===== src/rtl/smf_pkg.sv =====
package smf_pkg;
  localparam int unsigned INSTR_W = 8;
  localparam logic [INSTR_W-1:0] OP_READ_STATUS = 8'h05;

  typedef struct packed {
    logic       srwd;
    logic [1:0] bp;
    logic       wel;
    logic       wip;
  } smf_status_t;

  // Map status bits to the outgoing status byte layout.
  function automatic logic [INSTR_W-1:0] pack_status(smf_status_t st);
    logic [INSTR_W-1:0] b;
    b = '0;
    b[0] = st.wip;
    b[1] = st.wel;
    b[2] = st.bp[0];
    b[3] = st.bp[1];
    b[INSTR_W-1] = st.srwd;
    return b;
  endfunction

  // Wrapping counter step.
  function automatic int unsigned step_wrap(int unsigned v, int unsigned lim);
    return (v + 1 >= lim) ? 0 : v + 1;
  endfunction
endpackage


===== src/rtl/smf_sync.sv =====
module smf_sync #(
  parameter int unsigned W = 4,
  parameter logic [W-1:0] RST_VAL = '0
) (
  input  logic         clk,
  input  logic         rst_n,
  input  logic [W-1:0] d_i,
  output logic [W-1:0] q_o
);
  for (genvar g = 0; g < W; g++) begin : g_bit
    logic s1, s2;
    always_ff @(posedge clk or negedge rst_n) begin
      if (!rst_n) begin
        s1 <= RST_VAL[g];
        s2 <= RST_VAL[g];
      end else begin
        s1 <= d_i[g];
        s2 <= s1;
      end
    end
    assign q_o[g] = s2;
  end
endmodule


===== src/rtl/smf_link_ctrl.sv =====
module smf_link_ctrl (
  input  logic clk,
  input  logic rst_n,
  input  logic por_i,
  input  logic cs_n_s,
  input  logic sck_s,
  input  logic hold_n_s,
  output logic sel_o,
  output logic hold_o
);
  logic cs_q, armed;
  logic cs_fall, hold_enter, hold_leave, clk_low_sel;

  assign cs_fall     = cs_q & ~cs_n_s;
  assign clk_low_sel = sel_o & ~cs_n_s & ~sck_s;
  assign hold_enter  = clk_low_sel & ~hold_o & ~hold_n_s;
  assign hold_leave  = clk_low_sel & hold_o & hold_n_s;

  always_ff @(posedge clk or negedge rst_n) begin
    if (!rst_n) begin
      cs_q   <= 1'b0;
      armed  <= 1'b0;
      sel_o  <= 1'b0;
      hold_o <= 1'b0;
    end else if (por_i) begin
      cs_q   <= cs_n_s;
      armed  <= cs_n_s;
      sel_o  <= 1'b0;
      hold_o <= 1'b0;
    end else begin
      cs_q <= cs_n_s;
      if (cs_n_s) armed <= 1'b1;
      if (cs_n_s) begin
        sel_o  <= 1'b0;
        hold_o <= 1'b0;
      end else begin
        if (cs_fall && armed) sel_o <= 1'b1;
        if (hold_enter)      hold_o <= 1'b1;
        else if (hold_leave) hold_o <= 1'b0;
      end
    end
  end
endmodule


===== src/rtl/smf_shifter.sv =====
module smf_shifter
  import smf_pkg::*;
#(
  parameter int unsigned IW = INSTR_W,
  parameter logic [IW-1:0] READ_OP = OP_READ_STATUS
) (
  input  logic                  clk,
  input  logic                  rst_n,
  input  logic                  clr_i,
  input  logic                  run_i,
  input  logic                  sck_s,
  input  logic                  sdi_s,
  input  logic [IW-1:0]         status_i,
  output logic [IW-1:0]         instr_o,
  output logic                  instr_vld_o,
  output logic                  sdo_o,
  output logic                  tx_act_o,
  output logic [$clog2(IW)-1:0] rx_cnt_o
);
  localparam int unsigned CW = $clog2(IW);

  logic          sck_q, got;
  logic [IW-1:0] rx_sh, tx_sh, rx_next;
  logic [CW-1:0] tx_cnt;
  logic          rise, fall, last_bit;

  assign rise     = run_i & sck_s & ~sck_q;
  assign fall     = run_i & ~sck_s & sck_q;
  assign rx_next  = {rx_sh[IW-2:0], sdi_s};
  assign last_bit = (rx_cnt_o == CW'(IW - 1));

  always_ff @(posedge clk or negedge rst_n) begin
    if (!rst_n) begin
      sck_q       <= 1'b0;
      got         <= 1'b0;
      rx_sh       <= '0;
      tx_sh       <= '0;
      tx_cnt      <= '0;
      rx_cnt_o    <= '0;
      instr_o     <= '0;
      instr_vld_o <= 1'b0;
      sdo_o       <= 1'b0;
      tx_act_o    <= 1'b0;
    end else begin
      sck_q       <= sck_s;
      instr_vld_o <= 1'b0;
      if (clr_i) begin
        got      <= 1'b0;
        rx_sh    <= '0;
        tx_sh    <= '0;
        tx_cnt   <= '0;
        rx_cnt_o <= '0;
        sdo_o    <= 1'b0;
        tx_act_o <= 1'b0;
      end else begin
        if (rise && !got) begin
          rx_sh <= rx_next;
          if (last_bit) begin
            rx_cnt_o    <= '0;
            got         <= 1'b1;
            instr_o     <= rx_next;
            instr_vld_o <= 1'b1;
            tx_act_o    <= (rx_next == READ_OP);
            tx_cnt      <= '0;
          end else begin
            rx_cnt_o <= CW'(step_wrap(int'(rx_cnt_o), IW));
          end
        end
        if (fall && tx_act_o) begin
          if (tx_cnt == '0) begin
            sdo_o <= status_i[IW-1];
            tx_sh <= {status_i[IW-2:0], 1'b0};
          end else begin
            sdo_o <= tx_sh[IW-1];
            tx_sh <= {tx_sh[IW-2:0], 1'b0};
          end
          tx_cnt <= CW'(step_wrap(int'(tx_cnt), IW));
        end
      end
    end
  end
endmodule


===== src/rtl/smf_top.sv =====
module smf_top
  import smf_pkg::*;
(
  input  logic               clk,
  input  logic               rst_n,
  input  logic               por_i,
  input  logic               cs_n_i,
  input  logic               sck_i,
  input  logic               sdi_i,
  input  logic               hold_n_i,
  output logic               sdo_o,
  output logic               sdo_oe_o,
  input  logic               stat_we_i,
  input  logic [4:0]         stat_set_i,
  output logic [INSTR_W-1:0] instr_o,
  output logic               instr_valid_o,
  output logic               active_o,
  output logic               standby_o
);
  localparam int unsigned NPIN = 4;
  localparam int unsigned CW   = $clog2(INSTR_W);

  logic [NPIN-1:0] pins_raw, pins_s;
  logic cs_n_s, sck_s, sdi_s, hold_n_s;
  logic link_sel, link_hold, tx_act;
  logic [CW-1:0] rx_cnt;
  smf_status_t st;
  logic stat_wel, stat_wip;
  logic [2:0] prot_bits;

  assign pins_raw = {hold_n_i, sdi_i, sck_i, cs_n_i};
  assign {hold_n_s, sdi_s, sck_s, cs_n_s} = pins_s;

  smf_sync #(.W(NPIN), .RST_VAL(4'b1000)) u_sync (
    .clk(clk), .rst_n(rst_n), .d_i(pins_raw), .q_o(pins_s)
  );

  smf_link_ctrl u_link (
    .clk(clk), .rst_n(rst_n), .por_i(por_i), .cs_n_s(cs_n_s),
    .sck_s(sck_s), .hold_n_s(hold_n_s), .sel_o(link_sel), .hold_o(link_hold)
  );

  smf_shifter #(.IW(INSTR_W), .READ_OP(OP_READ_STATUS)) u_shift (
    .clk(clk), .rst_n(rst_n), .clr_i(por_i | ~link_sel),
    .run_i(link_sel & ~link_hold), .sck_s(sck_s), .sdi_s(sdi_s),
    .status_i(pack_status(st)), .instr_o(instr_o),
    .instr_vld_o(instr_valid_o), .sdo_o(sdo_o), .tx_act_o(tx_act),
    .rx_cnt_o(rx_cnt)
  );

  // Volatile status bits: cleared by power-on reset.
  always_ff @(posedge clk or negedge rst_n) begin
    if (!rst_n) begin
      stat_wel <= 1'b0;
      stat_wip <= 1'b0;
    end else if (por_i) begin
      stat_wel <= 1'b0;
      stat_wip <= 1'b0;
    end else if (stat_we_i) begin
      stat_wel <= stat_set_i[1];
      stat_wip <= stat_set_i[0];
    end
  end

  // Persistent bits: untouched by power-on reset.
  always_ff @(posedge clk or negedge rst_n) begin
    if (!rst_n)                   prot_bits <= '0;
    else if (stat_we_i && !por_i) prot_bits <= stat_set_i[4:2];
  end

  assign st.srwd = prot_bits[2];
  assign st.bp   = prot_bits[1:0];
  assign st.wel  = stat_wel;
  assign st.wip  = stat_wip;

  assign sdo_oe_o  = link_sel & ~link_hold & tx_act;
  assign active_o  = link_sel;
  assign standby_o = ~link_sel & ~stat_wip;
endmodule


===== config.mk =====
export PLATFORM = sky130hd
export DESIGN_NAME = smf_top
export DESIGN_NICKNAME = d
export VERILOG_FILES = /design/src/rtl/smf_pkg.sv /design/src/rtl/smf_sync.sv /design/src/rtl/smf_link_ctrl.sv /design/src/rtl/smf_shifter.sv /design/src/rtl/smf_top.sv
export SDC_FILE = /design/constraint.sdc
export NUM_CORES = 1
export LEC_CHECK = 0
export ABC_CLOCK_PERIOD_IN_PS = 1700
export BUFFER_PORTS_ARGS = -buffer_cell sky130_fd_sc_hd__buf_4
export CORE_MARGIN = 8
export CORE_UTILIZATION = 40
export CTS_BUF_LIST = sky130_fd_sc_hd__clkbuf_4 sky130_fd_sc_hd__clkbuf_8
export CTS_CLUSTER_DIAMETER = 200
export CTS_CLUSTER_SIZE = 40
export DETAILED_ROUTE_END_ITERATION = 8
export SETUP_SLACK_MARGIN = 0.2
export SYNTH_ARGS = -nofsm -noshare
export SYNTH_HDL_FRONTEND = slang
export SYNTH_SLANG_ARGS = --single-unit
export TNS_END_PERCENT = 10

===== constraint.sdc =====
create_clock -name clk -period 1.7 [get_ports clk]
set_clock_uncertainty 0.05 [all_clocks]
set_input_delay 0.255 -clock clk [delete_from_list [all_inputs] [get_ports clk]]
set_output_delay 0.255 -clock clk [all_outputs]
set_load 0.02 [all_outputs]

==> results of run 1 <==
[how the worst max path moves through the flow]
| stage | startpoint | end | depth (start not counted) |
|---|---|---|---|
| 3_5_place_dp | u_link.hold_o | u_shift.rx_cnt_o[0] | 3 |
| 5_1_grt | u_shift.sck_q | u_shift.rx_cnt_o[0] | 3 |
| 4_1_cts | u_shift.sck_q | u_shift.rx_cnt_o[0] | 3 |
| 2_1_floorplan | u_link.hold_o | u_shift.rx_cnt_o[0] | 3 |
| 3_3_place_gp | u_link.hold_o | u_shift.rx_cnt_o[0] | 3 |
| 6_report | u_shift.sck_q | u_shift.rx_cnt_o[0] | 3 |
[cells by family (layout without fill, tap and decap cells)]
kind of cell | Yosys count | after routing | synth area share
AO/OA/AOI/OAI | 28 | 28 | 0.0983
adder cells (fa/ha/maj) | 4 | 4 | 0.0250
buffers and inverters | 11 | 49 | 0.0213
flip-flops | 50 | 50 | 0.627
multiplexers | 18 | 18 | 0.0977
AND/OR/NAND/NOR | 46 | 47 | 0.130
[sequential cells by signal, indices dropped and copies added, names as in the netlist, 3 cells and up]
name	count
u_shift.instr_o	8
u_shift.rx_sh	7
u_shift.tx_sh	7
u_sync.g_bit.s1	4
u_sync.g_bit.s2	4
prot_bits	3
u_shift.rx_cnt_o	3
u_shift.tx_cnt	3
[placed cells by master (no fill, tap or decap), types with 2 or more instances in the layout]
cell                        synthesis  layout
sky130_fd_sc_hd__dfrtp_1           48      48
sky130_fd_sc_hd__buf_4              0      34
sky130_fd_sc_hd__nand2_1           20      20
sky130_fd_sc_hd__a21oi_1           13      13
sky130_fd_sc_hd__mux2_2            12      12
sky130_fd_sc_hd__inv_1              6       6
sky130_fd_sc_hd__nor2_1             6       6
sky130_fd_sc_hd__mux2i_1            6       6
sky130_fd_sc_hd__clkbuf_8           0       6
sky130_fd_sc_hd__a32o_1             5       5
sky130_fd_sc_hd__o2bb2ai_1          4       4
sky130_fd_sc_hd__nor2b_1            4       3
sky130_fd_sc_hd__ha_1               4       3
sky130_fd_sc_hd__nand3_1            2       2
sky130_fd_sc_hd__nand4_1            2       2
sky130_fd_sc_hd__nor4b_1            2       2
sky130_fd_sc_hd__dfstp_2            2       2
[metal layers]
layer  global-route usage  vias to the layer above
li1                     -                      635
met1                0.129                      660
met2                0.185                       25
met3               0.0265                        2
met4               0.0376                        0
met5                    0                        -
[worst reg2reg max path, delay by kind of cell (launching register included)]
| kind | cells | cell delay, ps |
|---|---|---|
| and+or+nand+nor | 2 | 900 |
| DFF | 1 | 420 |
| AOI/OAI and AO/OA | 1 | 140 |
[power groups by stage]
| stage | Clock, mW | Combinational (mW) | Sequential (mW) |
|---|---|---|---|
| floorplan | 0 | 0.0502 | 1.26 |
| global placement | 0 | 0.115 | 1.26 |
| detailed placement | 0 | 0.120 | 1.26 |
| CTS | 0.728 | 0.130 | 1.24 |
| global route | 0.764 | 0.142 | 1.24 |
| finish | 0.702 | 0.127 | 1.23 |
[cell type report]
class | count | share of cell area
Sequential cell | 50 | 0.511
Multi-Input combinational cell | 97 | 0.299
Inverter | 6 | 0.00917
Clock inverter | 1 | 0.00204
Clock buffer | 7 | 0.0367
Tap cell | 67 | 0.0341
Timing Repair Buffer | 35 | 0.108
[through the flow]
stage | setup slack, ps | instances | hold WS, ps
2_1_floorplan | 206 | 157 | -90.6
4_1_cts | 129 | 263 | 6.75
3_3_place_gp | 95.9 | 250 | 253
6_report | 121 | 263 | 19.2
3_5_place_dp | 41.8 | 250 | 267
5_1_grt | 80.9 | 263 | 4.23
[timing repair]
action | in CTS | in global routing
hold endpoints to repair | 48 | 0
endpoints found under the setup margin | 24 | 30
pin swaps | 2 | 0
cloned | 1 | 0
hold buffers | 1 | 0
gates resized for setup | 4 | 3
setup buffers | 3 | 0
==> impl_results.md, run 1 <==
* Total detailed-routing wirelength at 3780 um
* Setup TNS at 0 ps
* Overall die area at 7510 sq um
* Final-layout fill cell count at 444
* Setup Viol. Count Final at 0
* Master cell of the clock root buffer: sky130_fd_sc_hd__clkbuf_8
* Critical Path Start Type: register
* Latest clock arrival within the worst-skew pair at 290 ps
* Part of the power in registers at 0.598
* Top-level I/O count at 26
* Register cell area after layout at 1250 sq um
* Vias in the first global route at 1440
* Iteration count of the initial detailed-routing pass at 4
* Worst R2R Path Depth at 3
* Net count, final at 212
* Die outline width at 86.7 um
* Comb power frac at 0.062
* Core occupancy in the finished layout at 0.513
* Worst vdd ir at 473 uV
* Clock input transition at the sequential cells of the worst setup and hold paths at 80 ps
* CTS sink cnt at 50
* Via Count at 1322
* Number of buffer and inverter stages on the critical path at 0
* Clock network fraction of total power at 0.340
* DP Area at 2290 sq um
* Number of clock buffers inserted by TritonCTS at 5
* Antenna viol nets, final at 0
* P_int at 1.62 mW
* Number of cells on the worst hold path at 1
* Pins over their slew limit at 0
* Cell breakdown of the critical path: or4b_4 -> or3_1 -> a21oi_1
* Maximum number of pins on one net before global-route repair at 51
* Cell type with the highest aggregate area in the netlist: sky130_fd_sc_hd__dfrtp_1
* Crit end category: register
* Library cell with the highest instance count after synthesis: sky130_fd_sc_hd__dfrtp_1
* Signal arrival time at the worst endpoint at 1740 ps
* Met3 wire length at 143 um
* Number of H-tree branching levels at 2
* Initial drt markers at 79
* Max-capacitance violation count at 0
* Hold Crit Endpoint: u_sync.g_bit[0].s1
* Placement Rows at 25
* Global-route usage over all layers at 0.109
* Most common library cells after synthesis: sky130_fd_sc_hd__dfrtp_1 (48), sky130_fd_sc_hd__nand2_1 (20), sky130_fd_sc_hd__a21oi_1 (13)
* Met1 Wirelength at 1680 um
* Total number of yosys warnings at 0
* Slew at the pin closest to its max-slew limit at 615 ps
* Netlist cell types at 33
* Net Count, Synth at 174
* Initial Utilization at 0.418
* Leak at 1.16 nW
* Library cell contributing the largest single delay on the critical path: sky130_fd_sc_hd__or4b_4
* Placer congestion estimate at 0.756
* Startpoint of the tightest hold check path: cs_n_i
* Synthesized area divided by synthesized cell count at 12.7 sq um
* Number of failing hold endpoints at the final stage at 0
* Clk buf depth at 2
* Final critical-path share of the clock period at 0.929
* Outcome: finished, final reports clean
* Remaining Overflow, GRT at 0
* Wire length of the first global-routing pass at 6560 um
* Crit path max-delay family: simple AND/OR/NAND/NOR gates
* Fmax at 633 MHz
* Total power of the final layout at 2.06 mW
* Highest fanout seen on the critical path at 5
* Residual DRC at 0
* Clock tree from TritonCTS: yes
* Post-DP HPWL at 2620 um
* Port Buf Inserts at 25
* Area added between synthesis and finish at 22.9%
* Worst relative slew slack at 0.590
* Area of the multi-input gates at 734 sq um
* Switch share at 0.213
* Min Tclk post-route at 1580 ps
* Overall die height at 86.7 um
* Placeable core region at 4790 sq um
* Post-route design area at 2450 sq um
* Antenna violations before repair at 0
* Largest cells by area after synthesis: sky130_fd_sc_hd__dfrtp_1 (60%), sky130_fd_sc_hd__mux2_2 (6.8%), sky130_fd_sc_hd__nand2_1 (3.8%), sky130_fd_sc_hd__a21oi_1 (3.3%), sky130_fd_sc_hd__mux2i_1 (3.0%)
* Most frequently used flop master after synthesis: sky130_fd_sc_hd__dfrtp_1
* Reg-to-Reg Start: u_shift.sck_q
* Routed wirelength normalized by instance count at 14.4 um
* Worst path required time at 1860 ps
* Type of the worst min-delay path: input port to register
* Sequential element share of the synthesized area at 0.627
* Power density normalized to cell area at 841 nW/um^2
* RR Endpoint: u_shift.rx_cnt_o[0]
* Slowest cell delay on critical path at 580 ps
* Fraction of registers with async set/reset at 1.00
* Routed via count divided by cell count at 5.03
* Ant. Diodes at 0
* Net Switching at 440 uW
* EDFF count, synth at 0
* Layout cell share with drive strength beyond 1 at 0.332
* Share of the synthesized area in the top cell type at 0.601
* Worst Path Class, Setup: register to register
* Top Metal Used: met4
* RSZ-0062 raised after global routing: true
* Post-synth design cell area at 2000 sq um
* Register bit count reported by yosys at 50
* Amount of wire on met2 after detailed routing at 1940 um
* Minimum setup slack among reg-to-reg paths at 120 ps
* Instance count of the mapped netlist at 157
(Power assumes the default switching activity.)
==> inputs of run 2 (changes only) <==
--- a/config.mk
+++ b/config.mk
@@ -5,7 +5,7 @@
 export SDC_FILE = /design/constraint.sdc
 export NUM_CORES = 1
 export LEC_CHECK = 0
-export ABC_CLOCK_PERIOD_IN_PS = 1700
+export ABC_CLOCK_PERIOD_IN_PS = 1360
 export BUFFER_PORTS_ARGS = -buffer_cell sky130_fd_sc_hd__buf_4
 export CORE_MARGIN = 8
 export CORE_UTILIZATION = 40
@@ -13,6 +13,7 @@
 export CTS_CLUSTER_DIAMETER = 200
 export CTS_CLUSTER_SIZE = 40
 export DETAILED_ROUTE_END_ITERATION = 8
+export PLACE_DENSITY = 0.6
 export SETUP_SLACK_MARGIN = 0.2
 export SYNTH_ARGS = -nofsm -noshare
 export SYNTH_HDL_FRONTEND = slang
==> constraint.sdc (replaced) <==
create_clock -name clk -period 1.36 [get_ports clk]
set_clock_uncertainty 0.05 [all_clocks]
set_input_delay 0.136 -clock clk [delete_from_list [all_inputs] [get_ports clk]]
set_output_delay 0.136 -clock clk [all_outputs]
set_load 0.02 [all_outputs]
==> run 2 against run 1 <==
The flow now finishes with violations (negative setup slack); cell area is 8.7% higher; power is 25% higher; sequential cell count stayed put; clock-buffer cell count is 2 lower; non-clock buffer count is 19 higher; clock power is 21% higher; first-iteration DRC count is 5.1% higher; die area stayed put; sequential share of layout area is 4.0 points lower; cell count is 7.2% higher; fmax is 0.19% lower; largest cell class unchanged.
==> impl_results.md, run 2 (same netlist as run 1, synthesis figures left out) <==
* Fmax at 632 MHz (was 633 MHz)
* Iteration count of the initial detailed-routing pass at 4 (unchanged)
* Post-placement cell count at 262 (was 250)
* Signal arrival time at the worst endpoint at 1760 ps (was 1740 ps)
* Violated checks: negative setup slack
* Vias in the first global route at 1511 (was 1440)
* CTS sink cnt at 50 (unchanged)
* Maximum number of pins on one net before global-route repair at 51 (unchanged)
* Routed via count divided by cell count at 5.05 (was 5.03)
* Min Tclk post-route at 1580 ps (about the same)
* Antenna viol nets, final at 0 (unchanged)
* Slew at the pin closest to its max-slew limit at 610 ps (was 615 ps)
* Via Count at 1424 (was 1322)
* Global-route usage over all layers at 0.120 (was 0.109)
* Cell breakdown of the critical path: or4b_4 -> or3_1 -> a21oi_1 (unchanged)
* Worst relative slew slack at 0.594 (was 0.590)
* Port Buf Inserts at 25 (unchanged)
* Most common library cell in the layout ignoring fill and taps: sky130_fd_sc_hd__dfrtp_1 (unchanged)
* Post-place setup slack at -215 ps (was 41.8 ps)
* Worst path required time at 1540 ps (was 1860 ps)
* Placement Rows at 25 (unchanged)
* Clock network fraction of total power at 0.329 (was 0.340)
* Total detailed-routing wirelength at 4220 um (was 3780 um)
* Latest clock arrival within the worst-skew pair at 300 ps (was 290 ps)
* Net Switching at 602 uW (was 440 uW)
* Leak at 1.25 nW (was 1.16 nW)
* Clock input transition at the sequential cells of the worst setup and hold paths at 90 ps (was 80 ps)
* Type of the worst min-delay path: input port to register (unchanged)
* Max-capacitance violation count at 0 (unchanged)
* Number of failing hold endpoints at the final stage at 0 (unchanged)
* Final critical-path share of the clock period at 1.16 (was 0.929)
* Fin worst setup slack at -222 ps (was 121 ps)
* Antenna violations before repair at 0 (unchanged)
* Crit end category: register (unchanged)
* Area added between synthesis and finish at 33.5% (was 22.9%)
* Routed wirelength normalized by instance count at 15.0 um (was 14.4 um)
* Remaining Overflow, GRT at 0 (unchanged)
* Comb power frac at 0.074 (was 0.062)
* Placer congestion estimate at 0.736 (was 0.756)
* Library cell contributing the largest single delay on the critical path: sky130_fd_sc_hd__or4b_4 (unchanged)
* Worst vdd ir at 676 uV (was 473 uV)
* Crit path max-delay family: simple AND/OR/NAND/NOR gates (unchanged)
* Wire length of the first global-routing pass at 7110 um (was 6560 um)
* Number of post-CTS setup repair buffers at 0 (was 3)
* Slowest cell delay on critical path at 570 ps (was 580 ps)
* Switch share at 0.233 (was 0.213)
* Clk buf depth at 2 (unchanged)
* Number of flip-flops under the largest register name at 8 (unchanged)
* P_int at 1.98 mW (was 1.62 mW)
* Number of clock buffers inserted by TritonCTS at 5 (unchanged)
* Net count, final at 231 (was 212)
* Outcome: finished with violations (was finished, final reports clean)
* Residual DRC at 0 (unchanged)
* Most frequent cells in the layout: sky130_fd_sc_hd__dfrtp_1 (47), sky130_fd_sc_hd__buf_4 (37), sky130_fd_sc_hd__nand2_1 (20) (was sky130_fd_sc_hd__dfrtp_1 (48), sky130_fd_sc_hd__buf_4 (34), sky130_fd_sc_hd__nand2_1 (20))
* Initial drt markers at 83 (was 79)
* Part of the power in registers at 0.597 (was 0.598)
* Initial Utilization at 0.418 (unchanged)
* Overall die height at 86.7 um (unchanged)
* Die outline width at 86.7 um (unchanged)
* Post-DP HPWL at 2810 um (was 2620 um)
* Total power of the final layout at 2.59 mW (was 2.06 mW)
* Setup Viol. Count Final at 23 (was 0)
* Placeable core region at 4790 sq um (unchanged)
* Number of buffer and inverter stages on the critical path at 0 (unchanged)
* Clock tree from TritonCTS: yes (unchanged)
* Number of H-tree branching levels at 2 (unchanged)
* Most flop-heavy register: u_shift.instr_o (unchanged)
* Final Instance Count excl. Fillers at 282 (was 263)
* Master cell of the clock root buffer: sky130_fd_sc_hd__clkbuf_8 (unchanged)
* Highest fanout seen on the critical path at 3 (was 5)
* Largest regs: u_shift.instr_o (8), u_shift.rx_sh (7), u_shift.tx_sh (7) (unchanged)
* Critical Path Start Type: register (unchanged)
* Overall die area at 7510 sq um (unchanged)
* Top-level I/O count at 26 (unchanged)
* Layout cell share with drive strength beyond 1 at 0.358 (was 0.332)
* Power density normalized to cell area at 970 nW/um^2 (was 841 nW/um^2)
* Worst Path Class, Setup: register to register (unchanged)
* Pins over their slew limit at 0 (unchanged)
* RSZ-0062 raised after global routing: true (unchanged)
* Ant. Diodes at 0 (unchanged)
run 2: per-layer routing:
metal  vias to the layer above  track usage  wire [um]
li1                        678            -          -
met2                        28        0.200       2150
met5                         -            0          0
met1                       710        0.139       1800
met4                         0       0.0532         84
met3                         8       0.0369        181
run 2: final timing paths:
check | from | endpoint | slack, ps | depth (start not counted)
worst max register to register | u_shift.got | u_shift.rx_cnt_o[0] | -220 | 3
max in group asynchronous | rst_n | u_link.hold_o | 490 | 2
worst min-delay path | stat_set_i[1] | stat_wel | 30 | 3
min in group asynchronous | rst_n | u_shift.rx_sh[1] | 330 | 2
worst min register to register | u_sync.g_bit[1].s1 | u_sync.g_bit[1].s2 | 300 | 0
worst max-delay path | u_shift.got | u_shift.rx_cnt_o[0] | -220 | 3
run 2: worst register-to-register path, cell delays in order, from the launching register on:
cell	delay, ps
sky130_fd_sc_hd__dfrtp_1	430
sky130_fd_sc_hd__or4b_4	570
sky130_fd_sc_hd__or3_1	330
sky130_fd_sc_hd__a21oi_1	130
run 2: cell type report:
type / instances / area, sq um
fillers: 429 / 2120
flip-flops and latches: 50 / 1250
multi-input cells: 97 / 761
repair buffers: 54 / 455
well taps: 67 / 83.8
clock buffers: 5 / 68.8
inverters: 6 / 22.5
clock inverters: 3 / 21.3
run 2: power groups by stage:
stage          Sequential, mW  Clock, mW  Combinational [mW]
2_1_floorplan            1.57          0              0.0635
3_3_place_gp             1.57          0               0.153
3_5_place_dp             1.57          0               0.156
4_1_cts                  1.55      0.875               0.187
5_1_grt                  1.55      0.926               0.210
6_report                 1.55      0.851               0.190
run 2: repair_timing:
action | 4_1_cts | 5_1_grt
setup endpoints to repair | 36 | 36
cloned | 1 | 0
resized for setup | 14 | 5
pin swaps | 3 | 1
endpoints found under the hold margin | 57 | 1
hold buffers | 10 | 1
run 2: through the flow:
| step | area, sq um | hold WS [ps] | TNS [ps] | utilization |
|---|---|---|---|---|
| 3_3_place_gp | 2390 | 134 | -3710 | 0.500 |
| 3_5_place_dp | 2390 | 147 | -4670 | 0.500 |
| 6_report | 2670 | 33.0 | -3010 | 0.557 |
| 4_1_cts | 2640 | 4.17 | -3430 | 0.551 |
| 5_1_grt | 2670 | 23.7 | -5140 | 0.557 |
| 2_1_floorplan | 2010 | -210 | -2630 | - |
==> inputs of run 3 (changes only) <==
--- a/config.mk
+++ b/config.mk
@@ -15,6 +15,7 @@
 export DETAILED_ROUTE_END_ITERATION = 8
 export PLACE_DENSITY = 0.6
 export SETUP_SLACK_MARGIN = 0.2
+export SKIP_LAST_GASP = 1
 export SYNTH_ARGS = -nofsm -noshare
 export SYNTH_HDL_FRONTEND = slang
 export SYNTH_SLANG_ARGS = --single-unit
==> run 3 against run 2 <==
The run still ends with negative setup slack left; sequential cell count is the same; sequential power is essentially flat; utilization shrank 1.4 points; global-route usage is the same; clock-buffer cell count is the same; hold slack lost 13 ps; register-to-register slack is essentially flat; via count shrank 1.1%; routed wire length shrank 3.2%; fmax shrank 0.12%; setup slack lost 2.0 ps.
==> impl_results.md, run 3 (same netlist as run 1, synthesis figures left out) <==
* Min Tclk post-route at 1580 ps (about the same)
* Leak at 1.24 nW (was 1.25 nW)
* Outcome: finished with violations (unchanged)
* Overall die area at 7510 sq um (unchanged)
* Type of the worst min-delay path: input port to register (unchanged)
* Clock network fraction of total power at 0.331 (was 0.329)
* Remaining Overflow, GRT at 0 (unchanged)
* Number of clock buffers inserted by TritonCTS at 5 (unchanged)
* Power density normalized to cell area at 990 nW/um^2 (was 970 nW/um^2)
* Latest clock arrival within the worst-skew pair at 300 ps (about the same)
* Die outline width at 86.7 um (unchanged)
* Worst path required time at 1540 ps (about the same)
* Placer congestion estimate at 0.736 (unchanged)
* Clock tree from TritonCTS: yes (unchanged)
* Fmax at 632 MHz (about the same)
* Clk buf depth at 2 (unchanged)
* RSZ-0062 raised after global routing: true (unchanged)
* Signal arrival time at the worst endpoint at 1770 ps (was 1760 ps)
* Slew at the pin closest to its max-slew limit at 611 ps (was 610 ps)
* Initial drt markers at 54 (was 83)
* Worst Path Class, Setup: register to register (unchanged)
* Residual DRC at 0 (unchanged)
* Layout cell share with drive strength beyond 1 at 0.336 (was 0.358)
* Fin worst setup slack at -224 ps (was -222 ps)
* Ant. Diodes at 0 (unchanged)
* Wire length of the first global-routing pass at 7140 um (was 7110 um)
* Routed via count divided by cell count at 5.01 (was 5.05)
* Most common library cell in the layout ignoring fill and taps: sky130_fd_sc_hd__dfrtp_1 (unchanged)
* Total detailed-routing wirelength at 4080 um (was 4220 um)
* Part of the power in registers at 0.600 (was 0.597)
* Setup Viol. Count Final at 32 (was 23)
* Number of failing hold endpoints at the final stage at 0 (unchanged)
* Total power of the final layout at 2.58 mW (was 2.59 mW)
* Comb power frac at 0.070 (was 0.074)
* Setup TNS at -4370 ps (was -3010 ps)
* Worst vdd ir at 665 uV (was 676 uV)
* Net count, final at 230 (was 231)
* Master cell of the clock root buffer: sky130_fd_sc_hd__clkbuf_8 (unchanged)
* Iteration count of the initial detailed-routing pass at 4 (unchanged)
* Worst relative slew slack at 0.593 (was 0.594)
* Overall die height at 86.7 um (unchanged)
* Final-layout fill cell count at 431 (was 429)
* Area of the multi-input gates at 728 sq um (was 761 sq um)
* Final critical-path share of the clock period at 1.16 (about the same)
* Antenna viol nets, final at 0 (unchanged)
* Post-place setup slack at -215 ps (unchanged)
* Number of flip-flops under the largest register name at 8 (unchanged)
* Top-level I/O count at 26 (unchanged)
* Post-route design area at 2600 sq um (was 2670 sq um)
* Most frequent cells in the layout: sky130_fd_sc_hd__dfrtp_1 (48), sky130_fd_sc_hd__buf_4 (43), sky130_fd_sc_hd__nand2_1 (20) (was sky130_fd_sc_hd__dfrtp_1 (47), sky130_fd_sc_hd__buf_4 (37), sky130_fd_sc_hd__nand2_1 (20))
* Switch share at 0.232 (was 0.233)
* Post-DP HPWL at 2810 um (unchanged)
* Via Count at 1409 (was 1424)
* Routed wirelength normalized by instance count at 14.5 um (was 15.0 um)
* Highest fanout seen on the critical path at 3 (unchanged)
* Largest regs: u_shift.instr_o (8), u_shift.rx_sh (7), u_shift.tx_sh (7) (unchanged)
* Initial Utilization at 0.418 (unchanged)
* P_int at 1.98 mW (about the same)
* Hold Slack at 19.9 ps (was 33.0 ps)
* Number of post-CTS setup repair buffers at 0 (unchanged)
* Crit end category: register (unchanged)
* Global-route usage over all layers at 0.120 (unchanged)
* Critical Path Start Type: register (unchanged)
* Antenna violations before repair at 0 (unchanged)
* Most flop-heavy register: u_shift.instr_o (unchanged)
* Number of H-tree branching levels at 2 (unchanged)
* Vias in the first global route at 1524 (was 1511)
* Clock input transition at the sequential cells of the worst setup and hold paths at 90 ps (about the same)
* Placement Rows at 25 (unchanged)
* CTS sink cnt at 50 (unchanged)
* Violated checks: negative setup slack (unchanged)
* DP Area at 2390 sq um (unchanged)
* Register cell area after layout at 1250 sq um (about the same)
* Pins over their slew limit at 0 (unchanged)
* Maximum number of pins on one net before global-route repair at 51 (unchanged)
* Placeable core region at 4790 sq um (unchanged)
* Area added between synthesis and finish at 30.2% (was 33.5%)
* Port Buf Inserts at 25 (unchanged)
* Max-capacitance violation count at 0 (unchanged)
* Net Switching at 598 uW (was 602 uW)
==> run 3: worst paths after layout <==
kind                               startpoint                   to  slack (ps)  cells after the start
hold reg to reg            u_sync.g_bit[1].s1   u_sync.g_bit[1].s2         300                      0
hold / removal                  stat_set_i[1]             stat_wel          20                      3
min in group asynchronous               rst_n     u_shift.rx_sh[1]         330                      2
max in group asynchronous               rst_n    u_shift.tx_cnt[1]         520                      2
setup / recovery                  u_shift.got  u_shift.rx_cnt_o[0]        -220                      3
setup reg to reg                  u_shift.got  u_shift.rx_cnt_o[0]        -220                      3
==> run 3: what timing repair did <==
action                     4_1_cts  5_1_grt
hold endpoints to repair        58        0
pin swaps                        1        0
hold buffers                    10        0
gates resized for setup          3        0
cloned                           1        0
setup endpoints to repair       36       36
==> run 3: metal layers <==
layer / share of wire / up-vias / global-route usage
met5: 0 / - / 0
li1: - / 682 / -
met4: 0.021 / 0 / 0.0532
met1: 0.43 / 701 / 0.137
met3: 0.035 / 7 / 0.0388
met2: 0.51 / 19 / 0.201
==> run 3: final cells by class <==
| type | instances | area share |
|---|---|---|
| Multi-Input combinational cell | 97 | 0.280 |
| Sequential cell | 50 | 0.482 |
| Clock inverter | 3 | 0.00818 |
| Timing Repair Buffer | 53 | 0.163 |
| Tap cell | 67 | 0.0322 |
| Clock buffer | 5 | 0.0265 |
| Inverter | 6 | 0.00866 |
==> run 3: worst max-delay path: stages, from the launching register on <==
cell and delay, ps:
sky130_fd_sc_hd__dfrtp_1 430, sky130_fd_sc_hd__or4b_4 570, sky130_fd_sc_hd__or3_1 330, sky130_fd_sc_hd__a21oi_1 130
==> run 3: metrics by stage <==
step            util  std cells
6_report       0.544        281
5_1_grt        0.544        281
3_3_place_gp   0.500        262
4_1_cts        0.544        281
3_5_place_dp   0.500        262
2_1_floorplan      -        157
==> run 3: power groups by stage <==
stage / sequential [mW] / combinational (mW) / clock [mW]
after floorplan: 1.57 / 0.0635 / 0
after global placement: 1.57 / 0.153 / 0
after detailed placement: 1.57 / 0.156 / 0
after CTS: 1.55 / 0.183 / 0.875
after global routing: 1.55 / 0.201 / 0.926
final: 1.54 / 0.179 / 0.852
